<file path="config.mk">
export PLATFORM = sky130hd
export DESIGN_NAME = dx_exec_stage
export DESIGN_NICKNAME = d
export VERILOG_FILES = /design/src/rtl/dx_pkg.sv /design/src/rtl/dx_field_decode.sv /design/src/rtl/dx_imm_extend.sv /design/src/rtl/dx_alu.sv /design/src/rtl/dx_exec_stage.sv
export SDC_FILE = /design/constraint.sdc
export NUM_CORES = 1
export LEC_CHECK = 0
export BUFFER_PORTS_ARGS = -buffer_cell sky130_fd_sc_hd__buf_2
export CORE_ASPECT_RATIO = 1.1
export CORE_UTILIZATION = 45
export CTS_CLUSTER_DIAMETER = 40
export DETAILED_ROUTE_END_ITERATION = 12
export GPL_TIMING_DRIVEN = 0
export HOLD_SLACK_MARGIN = 0.03
export PLACE_DENSITY = 0.66
export SYNTH_ARGS = -nofsm -noshare
export SYNTH_HDL_FRONTEND = slang
export SYNTH_SLANG_ARGS = --single-unit
</file>
<file path="constraint.sdc">
create_clock -name clk -period 4.7 [get_ports clk]
set_input_delay 0.235 -clock clk [delete_from_list [all_inputs] [get_ports clk]]
set_output_delay 0.235 -clock clk [all_outputs]
set_load 0.05 [all_outputs]
</file>
<file path="src/rtl/dx_pkg.sv">
package dx_pkg;

  localparam int XLEN     = 32;
  localparam int IMM_W    = 16;
  localparam int RIDX_W   = 5;
  localparam int SHAMT_W  = 5;
  localparam int OPC_W    = 6;
  localparam int FUNCT_W  = 6;
  localparam int EXT_PAD  = XLEN - IMM_W;

  // Field positions; the register file and this decoder both depend on them
  localparam int OPC_LSB   = 26;
  localparam int RS_LSB    = 21;
  localparam int RT_LSB    = 16;
  localparam int RD_LSB    = 11;
  localparam int SHAMT_LSB = 6;

  localparam logic [OPC_W-1:0] OPC_REG  = 6'd0;
  localparam logic [OPC_W-1:0] OPC_ADDI = 6'd8;
  localparam logic [OPC_W-1:0] OPC_SLTI = 6'd10;
  localparam logic [OPC_W-1:0] OPC_ANDI = 6'd12;
  localparam logic [OPC_W-1:0] OPC_ORI  = 6'd13;
  localparam logic [OPC_W-1:0] OPC_LUI  = 6'd15;

  localparam logic [FUNCT_W-1:0] FN_SLL = 6'd0;
  localparam logic [FUNCT_W-1:0] FN_SRL = 6'd2;
  localparam logic [FUNCT_W-1:0] FN_SRA = 6'd3;
  localparam logic [FUNCT_W-1:0] FN_ADD = 6'd32;
  localparam logic [FUNCT_W-1:0] FN_SUB = 6'd34;
  localparam logic [FUNCT_W-1:0] FN_SLT = 6'd42;

  typedef enum logic [3:0] {
    ALU_ADD, ALU_SUB, ALU_SLT, ALU_SLL, ALU_SRL, ALU_SRA,
    ALU_OR, ALU_AND, ALU_PASSB, ALU_NONE
  } alu_op_e;

  typedef enum logic [1:0] {
    EXT_SIGN, EXT_ZERO, EXT_HIGH
  } ext_kind_e;

  typedef struct packed {
    alu_op_e   op;
    ext_kind_e ext;
    logic      use_imm;
    logic      dest_is_rt;
    logic      illegal;
  } dec_ctrl_t;

  function automatic logic [XLEN-1:0] widen_imm(input logic [IMM_W-1:0] imm,
                                                input ext_kind_e kind);
    case (kind)
      EXT_SIGN: return {{EXT_PAD{imm[IMM_W-1]}}, imm};
      EXT_ZERO: return {{EXT_PAD{1'b0}}, imm};
      default:  return {imm, {EXT_PAD{1'b0}}};
    endcase
  endfunction

  function automatic logic [XLEN-1:0] signed_below(input logic [XLEN-1:0] a,
                                                   input logic [XLEN-1:0] b);
    logic lt;
    lt = $signed(a) < $signed(b);
    return {{(XLEN-1){1'b0}}, lt};
  endfunction

  function automatic logic [XLEN-1:0] shift_word(input logic [XLEN-1:0] v,
                                                 input logic [SHAMT_W-1:0] d,
                                                 input logic right,
                                                 input logic arith);
    logic signed [XLEN-1:0] sv;
    sv = $signed(v);
    if (!right)     return v << d;
    else if (arith) return sv >>> d;
    else            return v >> d;
  endfunction

endpackage

</file>
<file path="src/rtl/dx_field_decode.sv">
module dx_field_decode
  import dx_pkg::*;
(
  input  logic [XLEN-1:0]    insn,
  output dec_ctrl_t          ctrl,
  output logic [RIDX_W-1:0]  dest,
  output logic [SHAMT_W-1:0] shamt,
  output logic [IMM_W-1:0]   imm,
  output logic               is_lui,
  output logic               is_shift
);

  logic [OPC_W-1:0]   opcode;
  logic [RIDX_W-1:0]  rs_f;
  logic [RIDX_W-1:0]  rt_f;
  logic [RIDX_W-1:0]  rd_f;
  logic [FUNCT_W-1:0] funct;

  assign opcode = insn[OPC_LSB +: OPC_W];
  assign rs_f   = insn[RS_LSB +: RIDX_W];
  assign rt_f   = insn[RT_LSB +: RIDX_W];
  assign rd_f   = insn[RD_LSB +: RIDX_W];
  assign shamt  = insn[SHAMT_LSB +: SHAMT_W];
  assign funct  = insn[FUNCT_W-1:0];
  assign imm    = insn[IMM_W-1:0];

  logic rs_zero;
  logic shamt_zero;
  assign rs_zero    = (rs_f == '0);
  assign shamt_zero = (shamt == '0);

  always_comb begin
    ctrl.op         = ALU_NONE;
    ctrl.ext        = EXT_SIGN;
    ctrl.use_imm    = 1'b0;
    ctrl.dest_is_rt = 1'b0;
    ctrl.illegal    = 1'b1;
    is_lui          = 1'b0;
    is_shift        = 1'b0;
    case (opcode)
      OPC_REG: begin
        ctrl.illegal = 1'b0;
        case (funct)
          FN_ADD: ctrl.op = ALU_ADD;
          FN_SUB: ctrl.op = ALU_SUB;
          FN_SLT: ctrl.op = ALU_SLT;
          FN_SLL: begin ctrl.op = ALU_SLL; is_shift = 1'b1; end
          FN_SRL: begin ctrl.op = ALU_SRL; is_shift = 1'b1; end
          FN_SRA: begin ctrl.op = ALU_SRA; is_shift = 1'b1; end
          default: ctrl.illegal = 1'b1;
        endcase
        if (is_shift && !rs_zero)
          ctrl.illegal = 1'b1;
        if (!is_shift && !shamt_zero)
          ctrl.illegal = 1'b1;
      end
      OPC_ADDI: begin
        ctrl.op = ALU_ADD; ctrl.ext = EXT_SIGN;
        ctrl.use_imm = 1'b1; ctrl.dest_is_rt = 1'b1; ctrl.illegal = 1'b0;
      end
      OPC_SLTI: begin
        ctrl.op = ALU_SLT; ctrl.ext = EXT_SIGN;
        ctrl.use_imm = 1'b1; ctrl.dest_is_rt = 1'b1; ctrl.illegal = 1'b0;
      end
      OPC_ANDI: begin
        ctrl.op = ALU_AND; ctrl.ext = EXT_ZERO;
        ctrl.use_imm = 1'b1; ctrl.dest_is_rt = 1'b1; ctrl.illegal = 1'b0;
      end
      OPC_ORI: begin
        ctrl.op = ALU_OR; ctrl.ext = EXT_ZERO;
        ctrl.use_imm = 1'b1; ctrl.dest_is_rt = 1'b1; ctrl.illegal = 1'b0;
      end
      OPC_LUI: begin
        ctrl.op = ALU_PASSB; ctrl.ext = EXT_HIGH;
        ctrl.use_imm = 1'b1; ctrl.dest_is_rt = 1'b1;
        ctrl.illegal = !rs_zero;
        is_lui = 1'b1;
      end
      default: ctrl.illegal = 1'b1;
    endcase
  end

  assign dest = ctrl.dest_is_rt ? rt_f : rd_f;

endmodule

</file>
<file path="src/rtl/dx_imm_extend.sv">
module dx_imm_extend
  import dx_pkg::*;
(
  input  logic [IMM_W-1:0] imm,
  input  ext_kind_e        kind,
  output logic [XLEN-1:0]  wide
);

  assign wide = widen_imm(imm, kind);

endmodule

</file>
<file path="src/rtl/dx_alu.sv">
module dx_alu
  import dx_pkg::*;
(
  input  alu_op_e            op,
  input  logic [XLEN-1:0]    opa,
  input  logic [XLEN-1:0]    opb_reg,
  input  logic [XLEN-1:0]    opb_imm,
  input  logic               use_imm,
  input  logic [SHAMT_W-1:0] shamt,
  output logic [XLEN-1:0]    result
);

  logic [XLEN-1:0] opb;
  assign opb = use_imm ? opb_imm : opb_reg;

  always_comb begin
    case (op)
      ALU_ADD:   result = opa + opb;
      ALU_SUB:   result = opa - opb;
      ALU_SLT:   result = signed_below(opa, opb);
      ALU_SLL:   result = shift_word(opb_reg, shamt, 1'b0, 1'b0);
      ALU_SRL:   result = shift_word(opb_reg, shamt, 1'b1, 1'b0);
      ALU_SRA:   result = shift_word(opb_reg, shamt, 1'b1, 1'b1);
      ALU_OR:    result = opa | opb;
      ALU_AND:   result = opa & opb;
      ALU_PASSB: result = opb;
      default:   result = '0;
    endcase
  end

endmodule

</file>
<file path="src/rtl/dx_exec_stage.sv">
module dx_exec_stage
  import dx_pkg::*;
(
  input  logic                    clk,
  input  logic                    rst,
  input  logic                    in_valid,
  input  logic [XLEN-1:0]         insn,
  input  logic [XLEN-1:0]         src_a,
  input  logic [XLEN-1:0]         src_b,
  output logic                    out_valid,
  output logic                    out_wen,
  output logic [RIDX_W-1:0]       out_dest,
  output logic [XLEN-1:0]         out_result,
  output logic                    out_illegal
);

  dec_ctrl_t          dec_ctrl;
  logic [RIDX_W-1:0]  dec_dest;
  logic [SHAMT_W-1:0] dec_shamt;
  logic [IMM_W-1:0]   dec_imm;
  logic               dec_is_lui;
  logic               dec_is_shift;
  logic               dec_illegal;
  logic               dec_dest_zero;
  logic [XLEN-1:0]    imm_wide;
  logic [XLEN-1:0]    alu_result;
  logic               wr_allowed;

  dx_field_decode u_decode (
    .insn     (insn),
    .ctrl     (dec_ctrl),
    .dest     (dec_dest),
    .shamt    (dec_shamt),
    .imm      (dec_imm),
    .is_lui   (dec_is_lui),
    .is_shift (dec_is_shift)
  );

  dx_imm_extend u_ext (
    .imm  (dec_imm),
    .kind (dec_ctrl.ext),
    .wide (imm_wide)
  );

  dx_alu u_alu (
    .op      (dec_ctrl.op),
    .opa     (src_a),
    .opb_reg (src_b),
    .opb_imm (imm_wide),
    .use_imm (dec_ctrl.use_imm),
    .shamt   (dec_shamt),
    .result  (alu_result)
  );

  assign dec_illegal   = dec_ctrl.illegal;
  assign dec_dest_zero = (dec_dest == '0);
  assign wr_allowed    = in_valid && !dec_illegal && !dec_dest_zero;

  always_ff @(posedge clk) begin
    if (rst) begin
      out_valid   <= 1'b0;
      out_wen     <= 1'b0;
      out_illegal <= 1'b0;
      out_dest    <= '0;
      out_result  <= '0;
    end else begin
      out_valid   <= in_valid;
      out_wen     <= wr_allowed;
      out_illegal <= in_valid && dec_illegal;
      out_dest    <= dec_dest;
      out_result  <= alu_result;
    end
  end

endmodule


</file>
==> results.md <==
- Root Driver: clkbuf_16
- # diodes: 0
- Die width: 147.3 um
- Tot GR Track Use: 46.92%
- Final ANT Viol Nets: 0
- IO Pins: 139
- Met2 GRT Util: about 73%
- Drt pass-1 iters: 6
- Initial Utilization: 45.71%
- CTS Buffer Depth: 2
- Non-filler instance count after layout: 1943
- Detailed-placement wirelength estimate: 45620 um
- TritonCTS clock tree: done
- Hold Path Origin: insn[18]
- Mapped Nets: approximately 1700
- Setup-failing EPs final: 0
- Mapped Cells: approximately 1500
- CORE AREA: 22860 um2
- Yosys reg bits: 40
- GR Overflow Total: 0
- Num CTS Buffers: 5
- CTS H-tree depth: 2
- Final setup TNS: 0 ps
- Met3 Use GR: 9.073%
- Fin crit period: 4550 ps
- PortBufs: 133
- Share of layout cells above drive strength 1: 19.11%
- Vias in the first global route: 12374
- Post-DR wirelength/cell: between 20 and 30 um
- Data arrival, critical path: 4690 ps
- Rel. slew slack: 22.97%
- Worst-path clk slew: roughly 70 ps
- RSZ-0062 raised after global routing: no
- Fillers: ~2400
- Largest net degree at the start of global routing: 20
- Max Clk Rate: 0.2198 GHz
- Most frequent cells in the layout: nor2_1 (201), a21oi_1 (152), buf_2 (148)
- Worst setup startpoint: insn[31]
- Crit. End Element: register
- Yosys warns: 0
- Violation count after the first detailed-route iteration: around 1600
- Max FO, Critical Path: 8
- Vias per Instance: 6.970
- CTS hold repair buffers: 0
- Max-slew violations: 0
- Leakage: around 5.1 nW
- Maximum VDD drop: 0.1147 mV
- Final Hold Fails: 0
- Site Rows: 58
- Number of synthesized flops with an enable pin: 0
- Total wire length: 57170 um
- Most common cell after layout, fill and taps aside: nor2_1
- Final period util: between 90% and 100%
- Max-cap violation count: 0
- DIE HEIGHT: 161.8 um
- Sequential share of the synthesized area: about 7.7%
- DP Cell Count: 1929
- CTS sink count: 40
- Setup CP Type: in -> reg
- Hold Path Class: in -> reg
- Antenna violations before repair: 1
- Met1 Track Usage GR: ~60%
- Status: completed
- Slew @ Worst Pin: 1151 ps
- Async set-reset flop share out of synthesis: 0%
- First-pass GRT wire length: 82220 um
- Final nets: 1839
- GP Congestion: between 1 and 1.5
- Yosys cell types: 88
- DRC violations left: 0
- Via count: about 14000
- Syn Std Cell Area: 10450 um2
- DIE AREA: 23840 um2
- Worst Path Required: 4840 ps
- Ys flop type: dfxtp_1
- Power Total: 0.002232 W
- Critical Path Start Type: input pin
- Power per cell area: about 190 nW/um2
- Area Overhead vs Synth: 14.89%
- Global route hottest layer: met2
- Mean area per synthesized cell: 6.990 um2
path summary, 6_finish.rpt:
kind,to,depth (start not counted)
setup / recovery,out_result[25],19
hold / removal,out_dest[2],3
area by class of cell:
| cell class | instances | area [um2] | share of cell area [%] |
|---|---|---|---|
| plain buffers | 108 | 518.0 | 4.314 |
| clock buffers | 5 | 125.1 | 1.042 |
| clock inverters | 3 | 42.54 | 0.3543 |
| inverters | 100 | 380.4 | 3.168 |
| multi-input cells | 1239 | 8982 | 74.81 |
| flip-flops and latches | 40 | 800.8 | 6.669 |
| well taps | 300 | 375.4 | 3.126 |
| repair buffers | 148 | 782.0 | 6.513 |
sequential cells by signal, summed over array words and instances, names as in the netlist:
name and count:
out_dest 5, out_illegal 1, out_result 32, out_valid 1, out_wen 1
stage by stage:
stage / util [%] / hold WS, ps / setup WS, ps / instance area (um2)
2_1_floorplan: - / 307.4 / 90.29 / 10450
3_3_place_gp: 50.27 / 478.1 / -1358 / 11490
3_5_place_dp: 50.34 / 486.7 / -1415 / 11510
4_1_cts: 51.73 / 185.5 / 4.630 / 11830
5_1_grt: 52.52 / 213.3 / 14.00 / 12010
6_report: 52.52 / 181.5 / 149.6 / 12010
Yosys cell counts, types with 25 or more instances:
| cell | n | area share [%] |
|---|---|---|
| o22ai_1 | 27 | 1.6 |
| xnor2_1 | 25 | 2.1 |
| a21oi_1 | 154 | 7.4 |
| nor3_1 | 46 | 2.2 |
| nand2_1 | 130 | 4.7 |
| inv_1 | 98 | 3.5 |
| ha_1 | 96 | 11 |
| mux4_2 | 54 | 12 |
| nor2_1 | 207 | 7.4 |
| o21ai_0 | 109 | 5.2 |
| a31oi_1 | 31 | 1.9 |
| clkbuf_1 | 82 | 2.9 |
| mux2i_1 | 57 | 5.5 |
| dfxtp_1 | 40 | 7.7 |
per-layer routing:
metal,up-vias,part of all wire (%)
met2,1121,44
met4,2,6.9
met3,233,12
met5,-,0.023
li1,5789,-
met1,6398,38
where the power goes:
part / switching (W) / leakage, nW / internal [W]
sequential: 0.00000101 / 0.324 / 0.000343
combinational: 0.000971 / 4.71 / 0.000498
clock: 0.000169 / 0.0798 / 0.000250
total: 0.00114 / 5.12 / 0.00109
worst max-delay path, cell delays in order:
cell,delay (ps)
buf_2,110
or3b_1,350
buf_2,170
a211o_4,300
clkbuf_8,150
buf_4,180
mux2i_1,170
nor2_2,180
inv_1,100
ha_1,300
a211oi_1,510
o211ai_1,320
nand4_1,210
nand4b_1,200
a311oi_2,490
o21ai_0,160
a21oi_1,190
xnor2_1,190
o22ai_1,160
cell families (layout without fill, tap and decap cells):
kind of cell,count (synthesis),after routing,synth area share (%)
AO/OA/AOI/OAI,497,497,30.29
XOR/XNOR,31,31,2.598
adder cells (fa/ha/maj),98,98,11.88
buffers and inverters,216,364,8.369
flip-flops,40,40,7.663
multiplexers,117,117,17.74
AND/OR/NAND/NOR,496,496,21.46
timing repair:
item                       4_1_cts  5_1_grt
setup buffers                    7        7
setup endpoints to repair       25       11
pin swaps                       10        9
gates resized for setup         37       52
hold endpoints to repair         0        0
No activity file was read; power rests on OpenSTA's default activity.
